$ cat src/rtl/stack_add_seq.sv
module stack_add_seq #(
  parameter int DW = 32,
  parameter int AW = 8,
  parameter int OPW = 8,
  parameter logic [OPW-1:0] ADD_OP = 8'h60
) (
  input  logic           clk,
  input  logic           rst_n,
  input  logic           start,
  input  logic [OPW-1:0] opcode,
  input  logic           sp_load,
  input  logic [AW-1:0]  sp_load_val,
  output logic [AW-1:0]  sp,
  output logic           busy,
  output logic           done,
  output logic           underflow,
  output logic [AW-1:0]  mem_addr,
  output logic           mem_re,
  input  logic [DW-1:0]  mem_rdata,
  output logic           mem_we,
  output logic [DW-1:0]  mem_wdata
);

  typedef enum logic [2:0] {
    S_IDLE, S_RD_ADDR, S_RD_CAP, S_XFER, S_SUM, S_PREP, S_WR
  } st_t;

  st_t           st;
  logic [AW-1:0] sp_q;
  logic [DW-1:0] din_q, opa_q, opb_q, sum_q, dout_q;
  logic          din_v, opa_v, opb_v, sum_v, dout_v;
  logic          done_q, unf_q;

  wire start_add = start && (opcode == ADD_OP);
  wire enough    = sp_q > AW'(1);

  always_ff @(posedge clk) begin
    if (!rst_n) begin
      st     <= S_IDLE;
      sp_q   <= '0;
      din_q  <= '0;
      opa_q  <= '0;
      opb_q  <= '0;
      sum_q  <= '0;
      dout_q <= '0;
      din_v  <= 1'b0;
      opa_v  <= 1'b0;
      opb_v  <= 1'b0;
      sum_v  <= 1'b0;
      dout_v <= 1'b0;
      done_q <= 1'b0;
      unf_q  <= 1'b0;
    end else begin
      done_q <= 1'b0;
      unf_q  <= 1'b0;
      case (st)
        S_IDLE: begin
          if (start_add) begin
            if (enough) st <= S_RD_ADDR;
            else        unf_q <= 1'b1;
          end else if (sp_load) begin
            sp_q <= sp_load_val;
          end
        end
        S_RD_ADDR: begin
          if (!din_v && !(opa_v && opb_v)) st <= S_RD_CAP;
        end
        S_RD_CAP: begin
          din_q <= mem_rdata;
          din_v <= 1'b1;
          sp_q  <= sp_q - AW'(1);
          st    <= S_XFER;
        end
        S_XFER: begin
          if (din_v) begin
            if (!opa_v) begin
              opa_q <= din_q;
              opa_v <= 1'b1;
              st    <= S_RD_ADDR;
            end else begin
              opb_q <= din_q;
              opb_v <= 1'b1;
              st    <= S_SUM;
            end
            din_v <= 1'b0;
          end
        end
        S_SUM: begin
          if (opa_v && opb_v && !sum_v) begin
            sum_q <= opa_q + opb_q;
            sum_v <= 1'b1;
            st    <= S_PREP;
          end
        end
        S_PREP: begin
          if (sum_v && !dout_v) begin
            sp_q   <= sp_q + AW'(1);
            dout_q <= sum_q;
            dout_v <= 1'b1;
            st     <= S_WR;
          end
        end
        S_WR: begin
          opa_v  <= 1'b0;
          opb_v  <= 1'b0;
          sum_v  <= 1'b0;
          dout_v <= 1'b0;
          done_q <= 1'b1;
          st     <= S_IDLE;
        end
        default: st <= S_IDLE;
      endcase
    end
  end

  assign sp        = sp_q;
  assign busy      = (st != S_IDLE);
  assign done      = done_q;
  assign underflow = unf_q;
  assign mem_addr  = sp_q;
  assign mem_re    = (st == S_RD_ADDR) && !din_v;
  assign mem_we    = (st == S_WR) && dout_v;
  assign mem_wdata = dout_q;

endmodule

$ cat config.mk
export PLATFORM = sky130hd
export DESIGN_NAME = stack_add_seq
export DESIGN_NICKNAME = d
export VERILOG_FILES = /design/src/rtl/stack_add_seq.sv
export SDC_FILE = /design/constraint.sdc
export NUM_CORES = 1
export LEC_CHECK = 0
export CORE_MARGIN = 2
export CORE_UTILIZATION = 45
export CTS_CLUSTER_SIZE = 8
export DETAILED_ROUTE_END_ITERATION = 12
export DONT_BUFFER_PORTS = 1
export SLEW_MARGIN = 20
export SYNTH_ARGS = -nofsm -noshare
export SYNTH_HDL_FRONTEND = slang
export SYNTH_SLANG_ARGS = --single-unit
$ cat constraint.sdc
create_clock -name clk -period 2.25 [get_ports clk]
set_input_delay 0.45 -clock clk [delete_from_list [all_inputs] [get_ports clk]]
set_output_delay 0.45 -clock clk [all_outputs]
set_load 0.05 [all_outputs]
# == Word level (Yosys, flattened, before mapping) ==
# Cells that the tools add are included.
# totals
reg_bits,178
output_inout_bits,53
word_cells,88
# classes
bitwise_logic,1
add_sub_neg,3
n_reduce_logical,29
n_lt_le_gt_ge,1
muxes,24
n_eq_ne,16
# op_table
op,n
$add 32x32->32,1
$mux 8,3
$pmux 8 s3,1
$mux 3,7
$ne 2x2->1 const B,9
$pmux 3 s6,1
$reduce_and 3->1,4
$pmux 1 s2,5
$reduce_and 2->1,5
$eq 3x3->1 const B,3
$add 8x1->8 const B,1
$eq 8x7->1 const B,1
$gt 8x1->1 const B,1
$reduce_bool 2->1,4
$sub 8x1->8 const B,1
$logic_and 1x1->1,7
$mux 1,7
$eq 3x2->1 const B,2
$reduce_and 6->1,1
$reduce_bool 3->1,2
$logic_not 1->1,4
$reduce_and 4->1,1
$eq 3x1->1 const B,1
$logic_not 3->1,1
$not 1->1,1

# == Longest topological paths before layout ==
# Gate-level depths: netlist of the first run.
# logic_depth
depth_word,5
ltp_mapped,10
depth_no_buf,10

# == Worst setup path after synthesis of the first run ==
# OpenSTA, ideal clock, no wires.
# synth_timing
path_kind,reg2reg
from,register opa_q[0]
to,register sum_q[16]
setup_time_ns,0.120
arrival_time_ns,2.327
period_less_slack_ns,2.447
path_stages_with_launch,11
path_buffers,0
setup_slack_ns,-0.197
required_ns,2.130
path_cell_list,dfxtp_1 > ha_1 > fa_1 > a21o_1 > a311o_2 > nand4_2 > nand2_2 > a311o_1 > a21oi_2 > or4b_1 > nand3_1
# synth_via
elab_chain_cells,1
# synth_lines
item,line,rtl
from (decl),30,"logic [DW-1:0] din_q, opa_q, opb_q, sum_q, dout_q;"
from (signal assigned),77,opa_q <= din_q;
$add 32x32->32,90,sum_q <= opa_q + opb_q;
to (signal assigned),90,
to (decl),30,
# Every way passes these cells.
# A chain may end at the register's enable or synchronous reset.

# == Worst setup path in the final report of the first run ==
# Ends and elaborated chain as after synthesis.

==> impl_metrics.yaml, run 1 <==
floorplan:
  core_area_um2: 19500
  die_h_um: 146
  rows: 51
  dieArea_um2: 21200
  die_w_um: 146
  io_pins: 105
  start_util_pct: 46.1
timing:
  finalMaxSlewViolations: 0
  final-setup-viol-count: 4
  setup_ws_ns: -0.0219
  rsz0062_at_grt: "yes"
  fin_hold_ws_ns: 0.163
  relSlewSlack_pct: 64.3
  fin_crit_ns: 2.27
  finalHoldViolCount: 0
  fmax_mhz: 440
  tns_ns: -0.0464
  worst_pin_slew_ns: 0.531
  skew_ns: 0.00724
  fin_crit_sh_pct: 101
power:
  p_total_w: 0.00775
  p_comb_share_pct: 18.3
  p_switching_w: 0.00239
  seqPwrFrac_pct: 44.8
  swShare_pct: 30.9
  powerDensity_nw_per_um2: 742
  internal_power_w: 0.00535
  clkPwrFrac_pct: 36.9
  leakage_nw: 3.84
  ir_worst_vdd_mv: 0.481
layout:
  final_nets: 1229
  num-fill-cells: 1906
  layout-drive-gt1-share_pct: 16.2
  area_delta_synth_final_pct: 15.9
  antenna_cells: 0
  final_cell_area_um2: 10400
  final_cells: 1420
clocking:
  clk_latency_ns: 0.42
  path_clk_slew_ns: 0.07
  clock-sinks: 178
  root_buffer: "clkbuf_16"
  cts-htree-levels: 4
  cts_inserted_buffers: 17
  tritoncts: "built"
  clockBufferDepth: 2
logic_synthesis:
  synth_common_cells: "nand2_1, dfxtp_1, a21boi_0"
  ys_seq_area_share_pct: 39.6
  synth_edf_count: 0
  postSynth.asyncResetShare_pct: 0
  postSynthAreaPerCell_um2: 8.01
  ys.warnings.count: 0
  synth_top_cell_by_area: "dfxtp_1"
  ys_top_cells_by_area: "dfxtp_1, nand2_1, a21boi_0, ha_1, a21boi_1"
  synthFlopType: "dfxtp_1"
  yosysMostFrequentCell: "nand2_1"
  syn_area_um2: 9010
  synth_top_area_share_pct: 39.6
  netlist-cell-type-count: 73
  netlist_instances: 1125
  synth_fp_nets: 1212
  ys_seq_elements: 178
grt:
  antenna_found_initial: 0
  track_usage_pct: 20.8
  grt_max_degree: 191
  grt_pass1_vias: 6941
  grt_pass1_wl_mm: 36.6
  grt-ovfl-total: 0
setup_path:
  crit_slowest_cell: "a311o_2"
  setup.worst_path.end_class: "flip-flop"
  cp.required_ns: 2.56
  max_stage_delay_ns: 0.36
  critical_path.cell_chain: "ha_4, fa_2, a21o_1, a311o_2, nand4_4, nand2_4, a311o_1, a21oi_2, or4b_1, nand3_1"
  cp-start-kind: "flip-flop"
  arrival_ns: 2.58
  cp_max_fo: 4
  path_class: "flip-flop to flip-flop"
placed_design:
  port_buffers: 0
  hpwl_mm: 15.6
  dp_cells: 1384
  post_dp_cell_area_um2: 9580
  gp_congestion: 0.937
routing:
  ant_nets: 0
  wl_mm: 22.1
  viasPerCell: 5.36
  initialDrtViolationCount: 545
  drtPass1Iterations: 5
  wl_per_cell_um: 15.6
  post-route-drc-count: 0
  num_vias: 7617
hold_path:
  hold_class: "input pin to flip-flop"
run_status:
  violations: "setup timing"
  run_status: "complete, but fails checks"
flow_run:
  drv_cap: 0
-- critical path, delay by kind of cell (launching register included) --
kind                       cells  cell delay [ns]
AOI/OAI and AO/OA              4             0.96
adders and majority gates      2             0.49
and+or+nand+nor                4             0.37
DFF                            1             0.34
-- power groups by stage --
stage | sequential, W | clock, W | combinational, W
2_1_floorplan | 0.00366 | 0 | 0.00101
3_3_place_gp | 0.00354 | 0 | 0.00140
3_5_place_dp | 0.00354 | 0 | 0.00141
4_1_cts | 0.00347 | 0.00292 | 0.00141
5_1_grt | 0.00350 | 0.00306 | 0.00156
6_report | 0.00347 | 0.00286 | 0.00142
-- final cells by class --
class                   instances  area [um^2]  share of cell area, %
flip-flops and latches        178         3570                   34.2
clock inverters                12          106                   1.02
multi-input cells             846         5230                   50.1
repair buffers                 89          709                   6.79
inverters                      10         37.5                  0.359
well taps                     265          332                   3.17
clock buffers                  20          457                   4.37
-- registers in the layout (all words and copies together), names as in the netlist --
name	count
sum_v	1
st	3
mem_wdata	32
underflow	1
opa_q	32
din_q	32
opb_v	1
opa_v	1
mem_addr	8
opb_q	32
done	1
sum_q	32
din_v	1
dout_v	1
-- worst paths after layout --
kind	startpoint	to	slack, ns	cells after the start
max	opa_q[0]$_SDFFE_PN0P_	sum_q[16]$_SDFFE_PN0P_	-0.02	10
min	mem_rdata[21]	din_q[21]$_SDFFE_PN0P_	0.16	2
max reg2reg	opa_q[0]$_SDFFE_PN0P_	sum_q[16]$_SDFFE_PN0P_	-0.02	10
min reg2reg	opa_q[14]$_SDFFE_PN0P_	opa_q[14]$_SDFFE_PN0P_	0.46	2
-- what timing repair did --
action,4_1_cts,5_1_grt
gates resized for setup,7,49
buffers inserted,0,6
hold buffers,0,0
pin swaps,7,33
endpoints found under the setup margin,10,25
hold endpoints to repair,0,0
-- per-layer routing --
| metal | part of all wire (%) | track usage (%) | wire, um |
|---|---|---|---|
| met5 | 0 | 0 | 0 |
| met4 | 1.1 | 5.05 | 241 |
| met3 | 4.8 | 3.95 | 1050 |
| met2 | 42 | 30.0 | 9330 |
| met1 | 52 | 31.9 | 11500 |
-- kinds of logic (layout without fill, tap and decap cells) --
group                    after synthesis  after routing  synth area share, %
AO/OA/AOI/OAI                        304            304                 24.2
XOR/XNOR                              22             22                 2.14
adder cells (fa/ha/maj)               35             35                 4.94
buffers and inverters                101            131                 5.55
flip-flops                           178            178                 39.6
multiplexers                           1              1                0.111
AND/OR/NAND/NOR                      484            484                 23.5
-- stage by stage --
stage / util, % / worst slack [ns]
floorplan: - / 0.0607
global placement: 49.1 / -0.115
detailed placement: 49.1 / -0.167
CTS: 52.1 / -0.0597
global route: 53.5 / -0.128
finish: 53.5 / -0.0219
-- cell usage in the layout (no fill, tap or decap), drive strengths merged, types with 2 or more instances in the layout --
cell type | netlist | layout
nand2 | 324 | 324
dfxtp | 178 | 178
a21boi | 136 | 136
buf | 33 | 89
a21oi | 47 | 47
o21ai | 43 | 43
nor2 | 40 | 40
ha | 34 | 34
nand3 | 32 | 32
and2 | 22 | 22
clkbuf | 57 | 20
nand4 | 17 | 17
a21o | 14 | 14
inv | 10 | 13
nor3 | 11 | 11
a31oi | 11 | 11
xor2 | 11 | 11
xnor2 | 11 | 11
a211oi | 9 | 9
o211ai | 8 | 8
nor2b | 8 | 8
nor4 | 7 | 7
o21a | 5 | 5
and3 | 5 | 5
nand4b | 4 | 4
a32oi | 4 | 4
clkinv | 0 | 4
clkinvlp | 0 | 4
o221a | 4 | 4
o22ai | 4 | 4
nand2b | 3 | 3
o31ai | 3 | 3
nor3b | 3 | 3
o2111ai | 2 | 2
o21bai | 2 | 2
a311o | 2 | 2
Power figures use the tool's default switching activity.
==> run 2: changes to the inputs <==
--- a/config.mk
+++ b/config.mk
@@ -10,6 +10,7 @@
 export CTS_CLUSTER_SIZE = 8
 export DETAILED_ROUTE_END_ITERATION = 12
 export DONT_BUFFER_PORTS = 1
+export SKIP_LAST_GASP = 1
 export SLEW_MARGIN = 20
 export SYNTH_ARGS = -nofsm -noshare
 export SYNTH_HDL_FRONTEND = slang
==> run 2 against run 1 <==
The flow still finishes with violations (setup timing). Combinational power is essentially flat. Clock power is essentially flat. Clock skew grew 0.0019 ns. Non-clock buffer count grew 1. Via count shrank 0.74%. Utilization is essentially flat. Fmax shrank 0.11%. Die area is the same.
==> impl_metrics.yaml, run 2 (synthesis results as in run 1) <==
power:
  leakage_nw: 3.84
  internal_power_w: 0.00535
  ir_worst_vdd_mv: 0.478
  clkPwrFrac_pct: 36.9
  swShare_pct: 30.9
  powerDensity_nw_per_um2: 742
  p_comb_share_pct: 18.3
  p_switching_w: 0.00239
  seqPwrFrac_pct: 44.9
layout:
  layout-drive-gt1-share_pct: 16.0
  antenna_cells: 0
  area_delta_synth_final_pct: 15.9
  final_nets: 1230
  final_cell_mix: "nand2_1, dfxtp_1, a21boi_0, buf_4"
  layout_commonest_cell: "nand2_1"
  num-fill-cells: 1903
timing:
  finalHoldViolCount: 0
  fin_crit_ns: 2.27
  setup_ws_ns: -0.0246
  finalMaxSlewViolations: 0
  fin_crit_sh_pct: 101
  relSlewSlack_pct: 64.4
  fmax_mhz: 440
  final-setup-viol-count: 5
  rsz0062_at_grt: "yes"
  worst_pin_slew_ns: 0.530
  skew_ns: 0.00916
  tns_ns: -0.0417
routing:
  num_vias: 7561
  viasPerCell: 5.32
  ant_nets: 0
  drtPass1Iterations: 5
  wl_per_cell_um: 15.5
  wl_mm: 22.1
  post-route-drc-count: 0
  initialDrtViolationCount: 496
placed_design:
  hpwl_mm: 15.6
  pre_cts_slack_ns: -0.167
  port_buffers: 0
  gp_congestion: 0.937
grt:
  track_usage_pct: 20.8
  grt_max_degree: 191
  grt_pass1_vias: 6931
  grt_pass1_wl_mm: 36.6
  grt-ovfl-total: 0
  antenna_found_initial: 0
hold_path:
  holdPathEnd: "din_q[21]$_SDFFE_PN0P_"
  min-delay-start: "mem_rdata[21]"
  hold_class: "input pin to flip-flop"
  hold_path_depth: 2
clocking:
  clockBufferDepth: 2
  cts_inserted_buffers: 17
  clock-sinks: 178
  tritoncts: "built"
  clk_latency_ns: 0.42
  path_clk_slew_ns: 0.07
  root_buffer: "clkbuf_16"
  cts-htree-levels: 4
setup_path:
  critPathBufInv: 0
  cp.required_ns: 2.56
  setup.worst_path.end_class: "flip-flop"
  worst-r2r-setup-slack_ns: -0.02
  critical_path.cell_chain: "ha_4, fa_2, a21o_1, a311o_2, nand4_4, nand2_4, a311o_1, a21oi_2, or4b_1, nand3_1"
  max_stage_delay_ns: 0.36
  arrival_ns: 2.58
  path_class: "flip-flop to flip-flop"
  cp-start-kind: "flip-flop"
  crit_family: "compound AO/OA/AOI/OAI gates"
  cp_max_fo: 4
  reg2reg_depth: 10
  r2r-end: "sum_q[16]$_SDFFE_PN0P_"
  worst-path-stages: 10
  crit_slowest_cell: "a311o_2"
  crit-reg2reg-launch: "opa_q[0]$_SDFFE_PN0P_"
floorplan:
  core_area_um2: 19500
  die_h_um: 146
  rows: 51
  die_w_um: 146
  dieArea_um2: 21200
  io_pins: 105
  start_util_pct: 46.1
run_status:
  violations: "setup timing"
  run_status: "complete, but fails checks"
flow_run:
  drv_cap: 0
-- run 2: changes by cell type in the layout (fill, tap and decap cells not counted), sizes merged --
cell / before / now
buf: 89 / 90
-- run 2: layer usage --
metal	routed length, um	GRT usage [%]	vias to the layer above
met5	0	0	-
met4	200	5.05	0
met3	1010	3.95	12
met2	9350	29.9	171
met1	11500	31.9	3479
li1	-	-	3899
-- run 2: cell type report --
| type | count | area [um^2] | share of cell area [%] |
|---|---|---|---|
| Clock buffer | 20 | 457 | 4.37 |
| Clock inverter | 12 | 106 | 1.02 |
| Inverter | 10 | 37.5 | 0.359 |
| Multi-Input combinational cell | 846 | 5220 | 50.0 |
| Sequential cell | 178 | 3570 | 34.2 |
| Tap cell | 265 | 332 | 3.18 |
| Timing Repair Buffer | 90 | 717 | 6.87 |
-- run 2: worst max-delay path by stage --
stage	startpoint	endpoint	slack (ns)
floorplan	opa_q[0]$_SDFFE_PN0P_	sum_q[30]$_SDFFE_PN0P_	0.06
global placement	opcode[2]	mem_addr[0]$_SDFFE_PN0P_	-0.12
detailed placement	opcode[2]	mem_addr[0]$_SDFFE_PN0P_	-0.17
CTS	opa_q[0]$_SDFFE_PN0P_	sum_q[16]$_SDFFE_PN0P_	-0.06
global route	opb_q[1]$_SDFFE_PN0P_	sum_q[26]$_SDFFE_PN0P_	-0.14
finish	opa_q[0]$_SDFFE_PN0P_	sum_q[16]$_SDFFE_PN0P_	-0.02
-- run 2: power groups by stage --
stage	Combinational (W)	Sequential (W)	Clock (W)
final	0.00142	0.00347	0.00286
after global routing	0.00156	0.00350	0.00306
after CTS	0.00141	0.00347	0.00292
after detailed placement	0.00141	0.00354	0
after global placement	0.00140	0.00354	0
after floorplan	0.00101	0.00366	0
-- run 2: repair_timing --
item | 4_1_cts | 5_1_grt
setup endpoints to repair | 10 | 24
buffers inserted | 0 | 7
hold buffers | 0 | 0
pin swaps | 7 | 35
resized for setup | 6 | 47
-- run 2: stage by stage --
stage / util, % / total power (W) / hold slack, ns / std cells / instance area, um^2
after floorplan: - / 0.00467 / 0.431 / 1125 / 9010
after global placement: 49.1 / 0.00494 / 0.447 / 1384 / 9580
after detailed placement: 49.1 / 0.00495 / 0.451 / 1384 / 9580
after CTS: 52.1 / 0.00781 / 0.148 / 1416 / 10200
after global routing: 53.5 / 0.00812 / 0.150 / 1421 / 10400
final: 53.5 / 0.00774 / 0.166 / 1421 / 10400
